**src/rtl/hzd_pkg.sv**
```systemverilog
package hzd_pkg;

  localparam int MAX_AW = 8;
  typedef logic [MAX_AW-1:0] regnum_t;

  // A reader depends on a writer when it reads the register, the writer
  // really writes, and the register is not the hardwired zero.
  function automatic logic dep_hit(input logic    used,
                                   input regnum_t src,
                                   input logic    we,
                                   input regnum_t dst);
    return used && we && (dst != '0) && (dst == src);
  endfunction

endpackage

```
**src/rtl/hzd_src_cmp.sv**
```systemverilog
module hzd_src_cmp import hzd_pkg::*; #(
  parameter int REG_AW  = 5,
  parameter int NUM_PRD = 2
) (
  input  logic                            clk,
  input  logic                            rst_n,
  input  logic [REG_AW-1:0]               src,
  input  logic                            used,
  input  logic [NUM_PRD-1:0][REG_AW-1:0]  dst,
  input  logic [NUM_PRD-1:0]              we,
  output logic [NUM_PRD-1:0]              hit
);

  localparam int PAD = MAX_AW - REG_AW;

  for (genvar p = 0; p < NUM_PRD; p++) begin : g_prd
    regnum_t src_x, dst_x;
    assign src_x = {{PAD{1'b0}}, src};
    assign dst_x = {{PAD{1'b0}}, dst[p]};
    assign hit[p] = dep_hit(used, src_x, we[p], dst_x);

    a_r4_zero_dst_silent: assert property (@(posedge clk) disable iff (!rst_n)
      (dst[p] == '0) |-> !hit[p]);
    a_r5_no_write_silent: assert property (@(posedge clk) disable iff (!rst_n)
      !we[p] |-> !hit[p]);
  end

  a_r3_unused_silent: assert property (@(posedge clk) disable iff (!rst_n)
    !used |-> (hit == '0));

endmodule

```
**src/rtl/hzd_ctl.sv**
```systemverilog
module hzd_ctl #(
  parameter int NUM_HIT = 4
) (
  input  logic               clk,
  input  logic               rst_n,
  input  logic [NUM_HIT-1:0] hits,
  output logic               pc_we,
  output logic               ifid_we,
  output logic               bubble
);

  logic freeze;

  assign freeze  = rst_n && (|hits);
  assign pc_we   = !freeze;
  assign ifid_we = !freeze;
  assign bubble  = freeze;

  a_r6_ifid_follows_pc: assert property (@(posedge clk) disable iff (!rst_n)
    ifid_we == pc_we);
  a_r6_bubble_inverse: assert property (@(posedge clk) disable iff (!rst_n)
    bubble != pc_we);

  always_comb begin
    if (!rst_n) begin
      a_r7_reset_runs: assert (pc_we && ifid_we && !bubble);
    end
  end

endmodule

```
**src/rtl/hzd_stall_unit.sv**
```systemverilog
module hzd_stall_unit #(
  parameter int REG_AW = 5
) (
  input  logic              clk,
  input  logic              rst_n,
  input  logic [REG_AW-1:0] src_a,
  input  logic              src_a_used,
  input  logic [REG_AW-1:0] src_b,
  input  logic              src_b_used,
  input  logic [REG_AW-1:0] near_dst,
  input  logic              near_we,
  input  logic [REG_AW-1:0] far_dst,
  input  logic              far_we,
  output logic              pc_we,
  output logic              ifid_we,
  output logic              bubble
);

  localparam int NUM_SRC = 2;
  localparam int NUM_PRD = 2;
  localparam int NUM_HIT = NUM_SRC * NUM_PRD;

  logic [NUM_SRC-1:0][REG_AW-1:0]  srcs;
  logic [NUM_SRC-1:0]              uses;
  logic [NUM_PRD-1:0][REG_AW-1:0]  dsts;
  logic [NUM_PRD-1:0]              wes;
  logic [NUM_SRC-1:0][NUM_PRD-1:0] src_hit;
  logic [NUM_HIT-1:0]              hits_flat;

  assign srcs = {src_b, src_a};
  assign uses = {src_b_used, src_a_used};
  assign dsts = {far_dst, near_dst};   // index 0 = nearer producer
  assign wes  = {far_we, near_we};

  for (genvar s = 0; s < NUM_SRC; s++) begin : g_src
    hzd_src_cmp #(.REG_AW(REG_AW), .NUM_PRD(NUM_PRD)) u_cmp (
      .clk  (clk),
      .rst_n(rst_n),
      .src  (srcs[s]),
      .used (uses[s]),
      .dst  (dsts),
      .we   (wes),
      .hit  (src_hit[s])
    );
  end

  assign hits_flat = src_hit;

  hzd_ctl #(.NUM_HIT(NUM_HIT)) u_ctl (
    .clk    (clk),
    .rst_n  (rst_n),
    .hits   (hits_flat),
    .pc_we  (pc_we),
    .ifid_we(ifid_we),
    .bubble (bubble)
  );

  // a stall must be backed by some real source/producer match
  a_r1_stall_has_cause: assert property (@(posedge clk) disable iff (!rst_n)
    !pc_we |-> ((near_we && near_dst != '0 &&
                 ((src_a_used && src_a == near_dst) || (src_b_used && src_b == near_dst))) ||
                (far_we && far_dst != '0 &&
                 ((src_a_used && src_a == far_dst) || (src_b_used && src_b == far_dst)))));

  a_r2_far_match_stalls: assert property (@(posedge clk) disable iff (!rst_n)
    (far_we && far_dst != '0 && src_a_used && src_a == far_dst) |-> !pc_we);

endmodule

```
**config.mk**
```make
export PLATFORM = sky130hd
export DESIGN_NAME = hzd_stall_unit
export DESIGN_NICKNAME = d
export VERILOG_FILES = /design/src/rtl/hzd_pkg.sv /design/src/rtl/hzd_src_cmp.sv /design/src/rtl/hzd_ctl.sv /design/src/rtl/hzd_stall_unit.sv
export SDC_FILE = /design/constraint.sdc
export NUM_CORES = 1
export LEC_CHECK = 0
export BUFFER_PORTS_ARGS = -buffer_cell sky130_fd_sc_hd__buf_2
export CAP_MARGIN = 40
export CORE_AREA = 8 8 45 47
export DETAILED_ROUTE_END_ITERATION = 10
export DIE_AREA = 0 0 53 55
export GPL_ROUTABILITY_DRIVEN = 0
export GPL_TIMING_DRIVEN = 0
export MAX_ROUTING_LAYER = met4
export REMOVE_ABC_BUFFERS = 1
export SYNTH_ARGS = -nofsm -noshare
export SYNTH_HDL_FRONTEND = slang
export SYNTH_HIERARCHICAL = 1
export SYNTH_SLANG_ARGS = --single-unit
```
**constraint.sdc**
```tcl
create_clock -name vclk -period 1.2
set_clock_uncertainty 0.15 [all_clocks]
set_input_delay 0.06 -clock vclk [all_inputs]
set_output_delay 0.06 -clock vclk [all_outputs]
set_load 0.02 [all_outputs]
```
==> results_dict.tcl <==
set metrics [dict create \
    status "finished with violations" \
    violations "setup timing" \
    final_util_pct 49.3 \
    worstMarginPinSlew_ps 326 \
    drtAntennaViolNets 0 \
    synth_warnings 6 \
    wl_microns 1550 \
    vias 471 \
    yosysSeqAreaShare_pct 0 \
    dp_hpwl_microns 1040 \
    setup_viol 3 \
    required_ps 990 \
    p_leak_nw 0.275 \
    grt_max_degree 5 \
    crit_path_end_kind "primary output" \
    cp_max_fo 4 \
    drv_slew 0 \
    post-route-min-period_ps 1530 \
    n_sequential_cell 0 \
    critPathKind "primary input to primary output" \
    crit_slowest_cell "o41a_1" \
    power_density_nw_per_um2 342 \
    stdcell_area_sq_um 682 \
    grt_first_pass_wirelength_microns 2390 \
    rows 14 \
    grtUsageMet2_pct 21.1 \
    seqCellArea_sq_um 0 \
    grt_use_total_pct 10.9 \
    synth_top_area_share_pct 39.2 \
    finalHoldViolCount 0 \
    cap_violations 0 \
    drt-pass1-iter-count 4 \
    layout.clock_buffers 0 \
    nets 100 \
    synth.avg_cell_area_sq_um 7.63 \
    peakVddDrop_mv 0.180 \
    core_area_sq_um 1380 \
    ios 29 \
    post-route-period-util_pct 128 \
    globalRouteOverflowTotal 0 \
    cp_cell_sequence "buf_12 -> o41ai_4 -> a2111oi_4 -> o41a_1 -> buf_6" \
    avgViaCountPerCell 5.35 \
    top_usage_layer "met2" \
    worst_ep_arrival_time_ps 1320 \
    critPathMaxStageDelay_ps 450 \
    drt_iter0_drc 8 \
    gr-usage-met1_pct 12.2 \
    timing.slew.headroom_pct 78.1 \
    synth_cell_types 11 \
    fmax_mhz 653 \
    dpl-instance-area_sq_um 465 \
    synth_cells 41 \
    fin_ws_ps -331 \
    die_y_microns 55 \
    crit_path_start_kind "primary input" \
    drc 0 \
    die_area_sq_um 2920 \
    start_util_pct 22.6 \
    grt_use_met3_pct 0.535 \
    fillers 137 \
    synth_area_sq_um 313 \
    avgRoutedWirePerCell_microns 17.6 \
    die_w_microns 53 \
    rsz0062_at_grt "true" \
    antenna_found_initial 0 \
    synthToLayoutAreaGrowth_pct 118 \
    yosysTopAreaCell "xnor2_1" \
    first_global_vias 519 \
    io_buffers 28 \
    drive_gt1_share_pct 56.9 \
    insertedDiodeCount 0 \
    hp-class "primary input to primary output" \
    synth_area_leaders "xnor2_1 39%, o41ai_1 14%, inv_1 7.2%, a2111oi_1 6.4%, nand3_1 6.4%" \
]
-- routing by layer --
layer  vias up  share of wire [%]
met1       225                 39
li1        223                  -
met3         2                4.3
met4         0                1.7
met5         -                  0
met2        21                 55
-- worst max-delay path: cells and delay by family --
| kind | cells | cell delay, ps |
|---|---|---|
| AO/OA/AOI/OAI | 3 | 1000 |
| buffers and inverters | 2 | 260 |
-- Yosys cell counts --
cell type   n
xnor2_1    14
o41a_1      1
o41ai_1     5
o211ai_1    2
o2111ai_1   2
inv_1       6
nand3_1     4
buf_4       1
xor2_1      2
a211oi_1    2
a2111oi_1   2
-- final cells by class --
type,count,area [sq um],share of cell area [%]
Inverter,6,22.5,3.30
Multi-Input combinational cell,34,410,60.2
Tap cell,16,20.0,2.94
Timing Repair Buffer,32,229,33.6
-- final timing paths --
check / cells past startpoint / startpoint / to / slack [ps]
hold / removal: 3 / rst_n / pc_we / 280
setup / recovery: 5 / far_dst[1] / bubble / -330
-- power breakdown --
group | switching (mW) | total, mW | internal (mW)
clock network | 0 | 0 | 0
registers | 0 | 0 | 0
logic | 0.118 | 0.233 | 0.116
-- layout by cell type (no fill, tap or decap) --
| cell type | n |
|---|---|
| buf_6 | 3 |
| o2111ai_1 | 2 |
| buf_2 | 19 |
| buf_12 | 2 |
| xnor2_1 | 14 |
| xor2_1 | 2 |
| inv_1 | 6 |
| nand3_1 | 4 |
| buf_4 | 8 |
| a2111oi_4 | 2 |
| o41ai_4 | 4 |
| o41ai_2 | 1 |
| a211oi_2 | 2 |
| o41a_1 | 1 |
| o211ai_1 | 2 |
-- timing repair --
action / in CTS / in global routing
pin swaps: 8 / 0
hold buffers: 0 / 0
buffers inserted: 4 / 0
hold endpoints to repair: 0 / 0
gates resized for setup: 30 / 3
setup endpoints to repair: 3 / 3
-- logic make-up after synthesis --
group,count (synthesis),share of synthesized area [%]
AO/OA/AOI/OAI,14,39.2
XOR/XNOR,16,44.8
buffers and inverters,7,9.60
AND/OR/NAND/NOR,4,6.40
-- metrics by stage --
step	total power [mW]	setup TNS (ps)	setup WS, ps	std cells	hold WS [ps]
after floorplan	0.0721	-1970	-963	40	130
after global placement	0.150	-1070	-380	84	289
after detailed placement	0.152	-1010	-364	84	296
after CTS	0.219	-733	-257	88	267
after global routing	0.250	-1100	-378	88	287
final	0.233	-940	-331	88	283
Note: power is estimated with default switching activity, not from simulation.
